$ cat src/rtl/pfa_pkg.sv
// Package: shared constants and the justification type for the frame assembler.
// Assumes: alignment word length and value are fixed by the framing method.
package pfa_pkg;
    localparam int                 SYNC_LEN  = 14;
    localparam logic [SYNC_LEN-1:0] SYNC_WORD = 14'b11111001101010;

    typedef enum logic [1:0] {
        JUST_NONE  = 2'd0,
        JUST_DROP  = 2'd1,
        JUST_STUFF = 2'd2
    } just_e;

    // Map the request code onto a mode; the spare code means no change.
    function automatic just_e decode_just(input logic [1:0] code);
        case (code)
            2'b01:   return JUST_DROP;
            2'b10:   return JUST_STUFF;
            default: return JUST_NONE;
        endcase
    endfunction
endpackage

$ cat src/rtl/pfa_slot_timer.sv
// Slot timer: tracks the bit slot within a group, the group within a subframe,
// the subframe within a frame, and the extra stuffing slot.
// Assumes: moves one slot per cycle with bit_en high; the justification mode is
// latched on the first slot of a frame and holds for that frame.
module pfa_slot_timer
    import pfa_pkg::*;
#(
    parameter int DATA_BITS     = 15,
    parameter int GROUPS_PER_SF = 40,
    parameter int SUBFRAMES     = 4,
    parameter int SLOT_W        = $clog2(DATA_BITS + 1),
    parameter int PIDX_W        = $clog2(GROUPS_PER_SF),
    parameter int SUB_W         = $clog2(SUBFRAMES)
) (
    input  logic              clk,
    input  logic              rst_n,
    input  logic              bit_en,
    input  logic [1:0]        just_req,
    output logic              is_pad,
    output logic              is_extra,
    output logic              frame_first,
    output logic [SUB_W-1:0]  sub_idx,
    output logic [PIDX_W-1:0] pad_idx
);
    localparam logic [SLOT_W-1:0] PAD_SLOT  = SLOT_W'(DATA_BITS);
    localparam logic [SLOT_W-1:0] LAST_DATA = SLOT_W'(DATA_BITS - 1);
    localparam logic [PIDX_W-1:0] LAST_GRP  = PIDX_W'(GROUPS_PER_SF - 1);
    localparam logic [SUB_W-1:0]  LAST_SUB  = SUB_W'(SUBFRAMES - 1);

    logic [SLOT_W-1:0] slot;
    logic              extra;
    just_e             mode;
    logic              last_group;

    // Decode the current slot kind.
    always_comb begin
        last_group  = (sub_idx == LAST_SUB) && (pad_idx == LAST_GRP);
        is_pad      = (slot == PAD_SLOT) || extra;
        is_extra    = extra;
        frame_first = (slot == '0) && (pad_idx == '0) && (sub_idx == '0) && !extra;
    end

    // Advance the position on each enabled bit, applying justification at the frame end.
    always_ff @(posedge clk) begin
        if (!rst_n) begin
            slot    <= '0;
            pad_idx <= '0;
            sub_idx <= '0;
            extra   <= 1'b0;
            mode    <= JUST_NONE;
        end else if (bit_en) begin
            if (frame_first)
                mode <= decode_just(just_req);
            if (extra) begin
                extra <= 1'b0;
            end else if (slot == LAST_DATA && last_group && mode == JUST_DROP) begin
                slot    <= '0;
                pad_idx <= '0;
                sub_idx <= '0;
            end else if (slot == PAD_SLOT) begin
                slot <= '0;
                if (last_group) begin
                    pad_idx <= '0;
                    sub_idx <= '0;
                    extra   <= (mode == JUST_STUFF);
                end else if (pad_idx == LAST_GRP) begin
                    pad_idx <= '0;
                    sub_idx <= sub_idx + 1'b1;
                end else begin
                    pad_idx <= pad_idx + 1'b1;
                end
            end else begin
                slot <= slot + 1'b1;
            end
        end
    end
endmodule

$ cat src/rtl/pfa_pad_source.sv
// Padding source: selects the value of the current padding bit from the
// alignment word, the subframe index or the housekeeping word.
// Assumes: housekeeping bits are consumed in frame order, MSB first; the
// staging value is transferred on the first slot of each frame.
module pfa_pad_source
    import pfa_pkg::*;
#(
    parameter int HK_BITS = 96,
    parameter int PIDX_W  = 6,
    parameter int SUB_W   = 2
) (
    input  logic               clk,
    input  logic               rst_n,
    input  logic               bit_en,
    input  logic               frame_first,
    input  logic               is_pad,
    input  logic               is_extra,
    input  logic [SUB_W-1:0]   sub_idx,
    input  logic [PIDX_W-1:0]  pad_idx,
    input  logic               hk_load,
    input  logic [HK_BITS-1:0] hk_in,
    output logic               pad_bit
);
    localparam int ALIGN_W = SYNC_LEN + SUB_W;
    localparam int AW      = $clog2(ALIGN_W);

    logic [HK_BITS-1:0] hk_stage;
    logic [HK_BITS-1:0] hk_work;
    logic [ALIGN_W-1:0] align_word;
    logic [AW-1:0]      aidx;
    logic               in_align;

    // Staging register for the next frame's housekeeping word.
    always_ff @(posedge clk) begin
        if (!rst_n)       hk_stage <= '0;
        else if (hk_load) hk_stage <= hk_in;
    end

    // Working copy: loaded at frame start, shifted as housekeeping slots go out.
    always_ff @(posedge clk) begin
        if (!rst_n)
            hk_work <= '0;
        else if (bit_en && frame_first)
            hk_work <= hk_stage;
        else if (bit_en && is_pad && !is_extra && !in_align)
            hk_work <= {hk_work[HK_BITS-2:0], 1'b0};
    end

    // Select the padding bit for the current position.
    always_comb begin
        align_word = {SYNC_WORD, sub_idx};
        aidx       = AW'(pad_idx);
        in_align   = pad_idx < PIDX_W'(ALIGN_W);
        if (is_extra)      pad_bit = 1'b0;
        else if (in_align) pad_bit = align_word[AW'(ALIGN_W - 1) - aidx];
        else               pad_bit = hk_work[HK_BITS-1];
    end
endmodule

$ cat src/rtl/pad_frame_assembler.sv
// Top: merges data and padding bits into the bearer stream, and generates the
// frame and envelope markers.
// Assumes: one output bit per bit_en; the source offers a valid din whenever
// in_ready is high.
module pad_frame_assembler
    import pfa_pkg::*;
#(
    parameter int DATA_BITS     = 15,
    parameter int GROUPS_PER_SF = 40,
    parameter int SUBFRAMES     = 4,
    parameter int ENV_BITS      = 10,
    parameter int HK_BITS       = (GROUPS_PER_SF - SYNC_LEN - $clog2(SUBFRAMES)) * SUBFRAMES
) (
    input  logic               clk,
    input  logic               rst_n,
    input  logic               bit_en,
    input  logic               din,
    output logic               in_ready,
    input  logic [1:0]         just_req,
    input  logic               hk_load,
    input  logic [HK_BITS-1:0] hk_in,
    output logic               dout,
    output logic               frame_start,
    output logic               env_strobe
);
    localparam int PIDX_W = $clog2(GROUPS_PER_SF);
    localparam int SUB_W  = $clog2(SUBFRAMES);
    localparam int ENV_W  = $clog2(ENV_BITS);
    localparam logic [ENV_W-1:0] ENV_LAST = ENV_W'(ENV_BITS - 1);

    logic              is_pad, is_extra, frame_first, pad_bit;
    logic [SUB_W-1:0]  sub_idx;
    logic [PIDX_W-1:0] pad_idx;
    logic [ENV_W-1:0]  env_cnt;

    pfa_slot_timer #(
        .DATA_BITS(DATA_BITS), .GROUPS_PER_SF(GROUPS_PER_SF), .SUBFRAMES(SUBFRAMES)
    ) u_timer (
        .clk(clk), .rst_n(rst_n), .bit_en(bit_en), .just_req(just_req),
        .is_pad(is_pad), .is_extra(is_extra), .frame_first(frame_first),
        .sub_idx(sub_idx), .pad_idx(pad_idx)
    );

    pfa_pad_source #(
        .HK_BITS(HK_BITS), .PIDX_W(PIDX_W), .SUB_W(SUB_W)
    ) u_pad (
        .clk(clk), .rst_n(rst_n), .bit_en(bit_en), .frame_first(frame_first),
        .is_pad(is_pad), .is_extra(is_extra), .sub_idx(sub_idx), .pad_idx(pad_idx),
        .hk_load(hk_load), .hk_in(hk_in), .pad_bit(pad_bit)
    );

    // Data is taken only on data slots.
    assign in_ready = !is_pad;

    // Count data bits modulo the envelope size, restarting at each frame.
    always_ff @(posedge clk) begin
        if (!rst_n)
            env_cnt <= '0;
        else if (bit_en && !is_pad)
            env_cnt <= (frame_first || env_cnt == ENV_LAST) ?
                       ((frame_first && ENV_BITS > 1) ? ENV_W'(1) : '0) : env_cnt + 1'b1;
    end

    // Register the output bit and the markers.
    always_ff @(posedge clk) begin
        if (!rst_n) begin
            dout        <= 1'b0;
            frame_start <= 1'b0;
            env_strobe  <= 1'b0;
        end else begin
            frame_start <= bit_en && frame_first;
            env_strobe  <= bit_en && !is_pad && (frame_first || env_cnt == '0);
            if (bit_en)
                dout <= is_pad ? pad_bit : din;
        end
    end
endmodule

$ cat config.mk
export PLATFORM = sky130hd
export DESIGN_NAME = pad_frame_assembler
export DESIGN_NICKNAME = d
export VERILOG_FILES = /design/src/rtl/pfa_pkg.sv /design/src/rtl/pfa_slot_timer.sv /design/src/rtl/pfa_pad_source.sv /design/src/rtl/pad_frame_assembler.sv
export SDC_FILE = /design/constraint.sdc
export NUM_CORES = 1
export LEC_CHECK = 0
export BUFFER_PORTS_ARGS = -buffer_cell sky130_fd_sc_hd__buf_2
export CORE_AREA = 2 2 160 162
export CTS_CLUSTER_SIZE = 16
export DETAILED_ROUTE_END_ITERATION = 8
export DIE_AREA = 0 0 162 164
export PLACE_DENSITY = 0.48
export SYNTH_ARGS = -nofsm -noshare
export SYNTH_HDL_FRONTEND = slang
export SYNTH_SLANG_ARGS = --single-unit
$ cat constraint.sdc
create_clock -name clk -period 2.1 [get_ports clk]
set_clock_uncertainty 0.1 [all_clocks]
set_input_delay 0.21 -clock clk [delete_from_list [all_inputs] [get_ports clk]]
set_output_delay 0.21 -clock clk [all_outputs]
set_load 0.05 [all_outputs]
==> flow_metrics.env, run 1 <==
export IMPL_reg2regPathDepth=8
export IMPL_synth_edff_count=0
export IMPL_slowest_delay_ns=0.34
export IMPL_vias=7255
export IMPL_holdPathEnd="u_pad.hk_work[46]"
export IMPL_pin_count=107
export IMPL_yosysMostFrequentCell="dfxtp_1"
export IMPL_rsz0062_at_grt="false"
export IMPL_die_area_mm2=0.0266
export IMPL_arrival_ns=1.68
export IMPL_final_area_mm2=0.0115
export IMPL_grtUsageTotal_pct=15.5
export IMPL_antenna_found_initial=0
export IMPL_via_per_inst=4.73
export IMPL_synth_top_family_by_area="simple AND/OR/NAND/NOR gates"
export IMPL_synth_compound_area_share_pct=14.3
export IMPL_min_path_type="in2reg"
export IMPL_drv_slew=0
export IMPL_hold_depth=3
export IMPL_cp_start_kind="flip-flop"
export IMPL_grt_pass1_vias=6884
export IMPL_r2r_end="u_pad.hk_work[66]"
export IMPL_maxCapViolations=0
export IMPL_synth_fp_nets=1114
export IMPL_cts_root_buf="clkbuf_16"
export IMPL_synth_top_area_cell="dfxtp_1"
export IMPL_met3WireLength_um=691
export IMPL_hp_start="rst_n"
export IMPL_drive_above_1_share_pct=15.6
export IMPL_chipHeight_um=164
export IMPL_ys_flop_type="dfxtp_1"
export IMPL_placement_cell_area_mm2=0.00966
export IMPL_max_freq_ghz=0.502
export IMPL_power_uw=9990
export IMPL_setup_viol_count_final=0
export IMPL_dp_slack_ns=0.114
export IMPL_insertion_delay_ns=0.51
export IMPL_worstSetupEndpointType="primary output"
export IMPL_drc_errors=0
export IMPL_postSynthAreaPerCell_um2=8.62
export IMPL_htree_levels=1
export IMPL_dr_wl_met2_um=9290
export IMPL_clock_path_buffers=3
export IMPL_dr_pass1_iters=4
export IMPL_hold_violations=0
export IMPL_final_nets=1303
export IMPL_avgRoutedWirePerCell_um=13.5
export IMPL_drtIter0Drc=376
export IMPL_tightest_slew_ns=0.487
export IMPL_ys_seq_elements=214
export IMPL_p_leak_uw=0.00469
export IMPL_path_class="reg2out"
export IMPL_n_antenna_cell=0
export IMPL_synthArstFlopShare_pct=0
export IMPL_status="finished, final reports clean"
export IMPL_hold_ws_ns=0.0302
export IMPL_syn_inst=1000
export IMPL_wl_um=20800
export IMPL_ys_types=45
export IMPL_synth_top_cells_by_count="214 x dfxtp_1, 206 x nand2_1, 105 x nor2_1"
export IMPL_ys_seq_area_share_pct=49.7
export IMPL_routed_top_layer="met4"
export IMPL_grt_overflow_total=0
export IMPL_place_congestion=0.799
export IMPL_path_clk_slew_ns=0.06
export IMPL_area_growth_syn_to_layout_pct=33.6
export IMPL_synth_area_top_cells="dfxtp_1 50%, mux2i_1 12%, nand2_1 9.0%"
export IMPL_row_count=58
export IMPL_peakVddDrop_v=0.000499
export IMPL_cts_buffers=25
export IMPL_grt_pass1_wl_um=34200
export IMPL_worstReg2RegStart="u_timer.pad_idx[1]"
export IMPL_dp_final_hpwl_um=12800
export IMPL_fin_ws_ns=0.107
export IMPL_synth_warnings=0
export IMPL_critPathSlowestCell="dfxtp_1"
export IMPL_fin_setup_tns_ns=0
export IMPL_ff2ff_setup_slack_ns=0.20
export IMPL_synthAdderAreaFrac_pct=1.60
export IMPL_cts_tree="built"
export IMPL_finalCriticalPeriod_ns=1.99
export IMPL_netlist_area_leader_share_pct=49.7
export IMPL_start_util_pct=34.7
export IMPL_coreArea_mm2=0.0248
export IMPL_cp_required_ns=1.79
export IMPL_final_antenna_net_count=0
export IMPL_numPortBuffers=106
export IMPL_cts_sinks=214
export IMPL_synthMuxAreaShare_pct=11.7
export IMPL_path_cells="ha_1, and3_2, nor2_1, buf_4"
export IMPL_met1Wirelength_um=10500
export IMPL_path_max_fanout=5
export IMPL_fin_crit_sh_pct=94.9
export IMPL_yosys_area_share_simple_pct=17.8
export IMPL_dieWidth_um=162
export IMPL_yosys_area_share_xor_xnor_pct=0.508
export IMPL_pwr_density_cell_mw_per_mm2=868
export IMPL_maxSlewHeadroom_pct=67.1
export IMPL_grt_max_degree=57
export IMPL_nFillCells=2477
export IMPL_netlist_area_mm2=0.00862
-- cells in the final DEF, fill, tap and decap left out, types with 2 or more instances in the layout --
cell,netlist,routed
dfxtp_1,214,214
nand2_1,206,206
nor2_1,105,105
buf_2,28,103
mux2i_1,101,101
dlygate4sd3_1,0,100
a31oi_1,96,96
o21ai_1,71,71
o21ai_0,25,25
clkbuf_16,0,25
buf_4,2,24
a21oi_1,16,16
nand3_1,14,14
buf_12,0,13
ha_1,11,11
inv_1,9,9
clkbuf_8,0,9
and3_1,5,4
nor3_1,4,4
clkbuf_1,45,4
nand4_1,3,3
nor2b_1,3,3
nand2b_1,3,3
xnor2_1,3,3
nand3b_1,3,3
clkinv_2,0,3
and4bb_1,2,2
and2_1,2,2
and3b_1,2,2
xor2_1,2,2
a211oi_1,2,2
bufinv_16,0,2
-- metrics by stage --
step	std cells	utilization [%]
after floorplan	1000	-
after global placement	1391	38.9
after detailed placement	1391	38.9
after CTS	1534	46.3
after global routing	1535	46.4
final	1535	46.4
-- power by group --
group	switching (uW)	internal, uW	total [uW]
sequential	163	4370	4540
combinational	535	559	1090
clock	1630	2730	4360
total	2330	7660	9990
-- layout make-up --
type	instances	area (um^2)	share of cell area [%]
Inverter	10	40.0	0.348
Timing Repair Buffer	241	1970	17.1
Clock buffer	38	764	6.64
Clock inverter	5	75.1	0.652
Tap cell	330	413	3.59
Sequential cell	214	4280	37.2
Multi-Input combinational cell	697	3960	34.4
-- worst max path at each step --
stage | startpoint | end | slack [ns] | cells past startpoint
floorplan | u_timer.slot[1] | in_ready | 0.29 | 4
global placement | u_timer.pad_idx[1] | u_pad.hk_work[64] | 0.18 | 8
detailed placement | u_timer.pad_idx[1] | u_pad.hk_work[67] | 0.11 | 8
CTS | u_timer.slot[1] | in_ready | 0.02 | 4
global route | u_timer.slot[1] | in_ready | 0.01 | 4
finish | u_timer.slot[1] | in_ready | 0.11 | 4
-- worst max-delay path: cells and delay by family, from the launching register on --
family / cells / cell delay [ns]
and+or+nand+nor: 2 / 0.40
DFF: 1 / 0.34
adders and majority gates: 1 / 0.22
buffers and inverters: 1 / 0.22
-- cells by family (layout without fill, tap and decap cells) --
| family | Yosys count | after routing |
|---|---|---|
| and+or+nand+nor | 364 | 364 |
| AOI/OAI and AO/OA | 216 | 216 |
| DFF | 214 | 214 |
| muxes | 101 | 101 |
| buffers and inverters | 89 | 294 |
| adders and majority gates | 11 | 11 |
| xor gates and xnor gates | 5 | 5 |
-- layer usage --
layer  up-vias  track usage (%)
met3        21             2.58
met5         -                0
met1      3303             21.3
met4         0             3.22
li1       3828                -
met2       103             25.6
-- repair_timing --
item	CTS	global route
hold endpoints to repair	100	0
resized for setup	1	1
pin swaps	0	1
cloned	0	0
setup buffers	0	1
hold buffers	100	0
setup endpoints to repair	1	43
-- sequential cells by signal, summed over array words and instances (netlist names), 2 cells and up --
register	cells
env_cnt	4
u_pad.hk_stage	96
u_pad.hk_work	96
u_timer.mode	2
u_timer.pad_idx	6
u_timer.slot	4
u_timer.sub_idx	2
Power figures use the tool's default switching activity.
==> run 2: changes to the inputs <==
--- a/config.mk
+++ b/config.mk
@@ -11,6 +11,7 @@
 export DETAILED_ROUTE_END_ITERATION = 8
 export DIE_AREA = 0 0 162 164
 export PLACE_DENSITY = 0.48
+export REMOVE_ABC_BUFFERS = 1
 export SYNTH_ARGS = -nofsm -noshare
 export SYNTH_HDL_FRONTEND = slang
 export SYNTH_SLANG_ARGS = --single-unit
==> flow_metrics.env, run 2 (synthesized netlist as in run 1, its figures left out) <==
export IMPL_status="finished, final reports clean"
export IMPL_fin_setup_tns_ns=0
export IMPL_grt_max_degree=58
export IMPL_hold_violations=0
export IMPL_rsz0062_at_grt="false"
export IMPL_grt_pass1_vias=7273
export IMPL_drive_above_1_share_pct=15.7
export IMPL_start_util_pct=34.7
export IMPL_chipHeight_um=164
export IMPL_layout_cells_most_common_list="212 x dfxtp_1, 206 x nand2_1, 105 x nor2_1"
export IMPL_reg2regPathDepth=8
export IMPL_drc_errors=0
export IMPL_grt_overflow_total=0
export IMPL_die_area_mm2=0.0266
export IMPL_setup_viol_count_final=0
export IMPL_coreArea_mm2=0.0248
export IMPL_path_max_fanout=5
export IMPL_path_clk_slew_ns=0.06
export IMPL_hold_depth=3
export IMPL_fin_crit_sh_pct=95.4
export IMPL_grt_pass1_wl_um=36400
export IMPL_cts_sinks=214
export IMPL_startpoint="u_timer.slot[1]"
export IMPL_finalCriticalPeriod_ns=2.00
export IMPL_arrival_ns=1.69
export IMPL_pwr_density_cell_mw_per_mm2=872
export IMPL_max_freq_ghz=0.499
export IMPL_tightest_slew_ns=0.425
export IMPL_endpoint="in_ready"
export IMPL_worstSetupEndpointType="primary output"
export IMPL_numPortBuffers=106
export IMPL_final_antenna_net_count=0
export IMPL_cts_tree="built"
export IMPL_r2r_end="u_pad.hk_work[33]"
export IMPL_top_regs="u_pad.hk_stage: 96 flops, u_pad.hk_work: 96 flops, u_timer.pad_idx: 6 flops"
export IMPL_ff2ff_setup_slack_ns=0.15
export IMPL_antenna_found_initial=0
export IMPL_final_core_util_pct=46.6
export IMPL_dieWidth_um=162
export IMPL_n_antenna_cell=0
export IMPL_nFillCells=2419
export IMPL_vias=7397
export IMPL_pin_count=107
export IMPL_avgRoutedWirePerCell_um=14.4
export IMPL_dp_final_hpwl_um=13100
export IMPL_path_class="reg2out"
export IMPL_drtIter0Drc=414
export IMPL_cp_start_kind="flip-flop"
export IMPL_htree_levels=1
export IMPL_place_congestion=0.777
export IMPL_cp_required_ns=1.79
export IMPL_slowest_delay_ns=0.35
export IMPL_maxCapViolations=0
export IMPL_p_leak_uw=0.00471
export IMPL_cts_buffers=25
export IMPL_insertion_delay_ns=0.52
export IMPL_worstReg2RegStart="u_timer.pad_idx[0]"
export IMPL_area_growth_syn_to_layout_pct=34.2
export IMPL_final_nets=1302
export IMPL_via_per_inst=4.81
export IMPL_drv_slew=0
export IMPL_row_count=58
export IMPL_maxSlewHeadroom_pct=71.7
export IMPL_cts_root_buf="clkbuf_16"
export IMPL_min_path_type="in2reg"
export IMPL_path_cells="ha_1, and3_2, nor2_1, buf_6"
export IMPL_peakVddDrop_v=0.000446
export IMPL_final_common_cell="dfxtp_1"
export IMPL_grtUsageTotal_pct=16.5
export IMPL_clock_path_buffers=3
export IMPL_wl_um=22100
export IMPL_critPathSlowestCell="dfxtp_1"
export IMPL_dr_pass1_iters=5
## run 2: how the worst min path moves through the flow
| stage | endpoint | from |
|---|---|---|
| floorplan | u_pad.hk_work[10] | rst_n |
| detailed placement | u_pad.hk_stage[69] | hk_in[69] |
| global placement | u_pad.hk_stage[47] | hk_in[47] |
| global route | u_pad.hk_stage[68] | hk_load |
| CTS | u_pad.hk_stage[69] | hk_load |
| finish | u_pad.hk_stage[69] | hk_load |
## run 2: layout make-up
type	instances	area [um^2]	area share, %
sequential	214	4290	37.1
multi-input combinational	697	3980	34.4
timing repair buffer	240	2010	17.4
clock buffer	36	707	6.11
tap	330	413	3.57
clock inverter	10	133	1.15
inverter	10	40.0	0.346
## run 2: metal layers
| layer | global-route usage [%] | share of wire (%) | routed length, um | vias up |
|---|---|---|---|---|
| met5 | 0 | 0 | 0 | - |
| met1 | 22.3 | 50 | 11000 | 3425 |
| met4 | 3.22 | 1.6 | 357 | 0 |
| li1 | - | - | - | 3834 |
| met2 | 28.1 | 45 | 10000 | 111 |
| met3 | 2.50 | 3.5 | 773 | 27 |
## run 2: repair_timing
action,in CTS,in global routing
hold buffers,100,0
setup endpoints to repair,1,78
resized for setup,2,6
gates cloned,0,2
buffers inserted,0,2
pin swaps,0,1
hold endpoints to repair,100,0
## run 2: per-stage QoR
stage	worst slack, ns	power (uW)	instance area [um^2]	hold WS [ns]	cells
after floorplan	-4.18	5160	8280	0.248	921
after global placement	0.147	5550	9630	0.343	1387
after detailed placement	0.0898	5570	9630	0.352	1387
after CTS	0.0393	10100	11500	0.0488	1533
after global routing	0.00000333	10600	11600	0.0542	1537
final	0.0964	10100	11600	0.0556	1537
## run 2: critical path: cells and delay by family (launching register included)
kind | cells | cell delay (ns)
DFF | 1 | 0.35
adders and majority gates | 1 | 0.23
and+or+nand+nor | 2 | 0.43
buffers and inverters | 1 | 0.18
## run 2: power by group
part           internal, uW  switching, uW
Clock                  2710           1700
Combinational           571            559
Sequential             4370            164
Total                  7650           2420
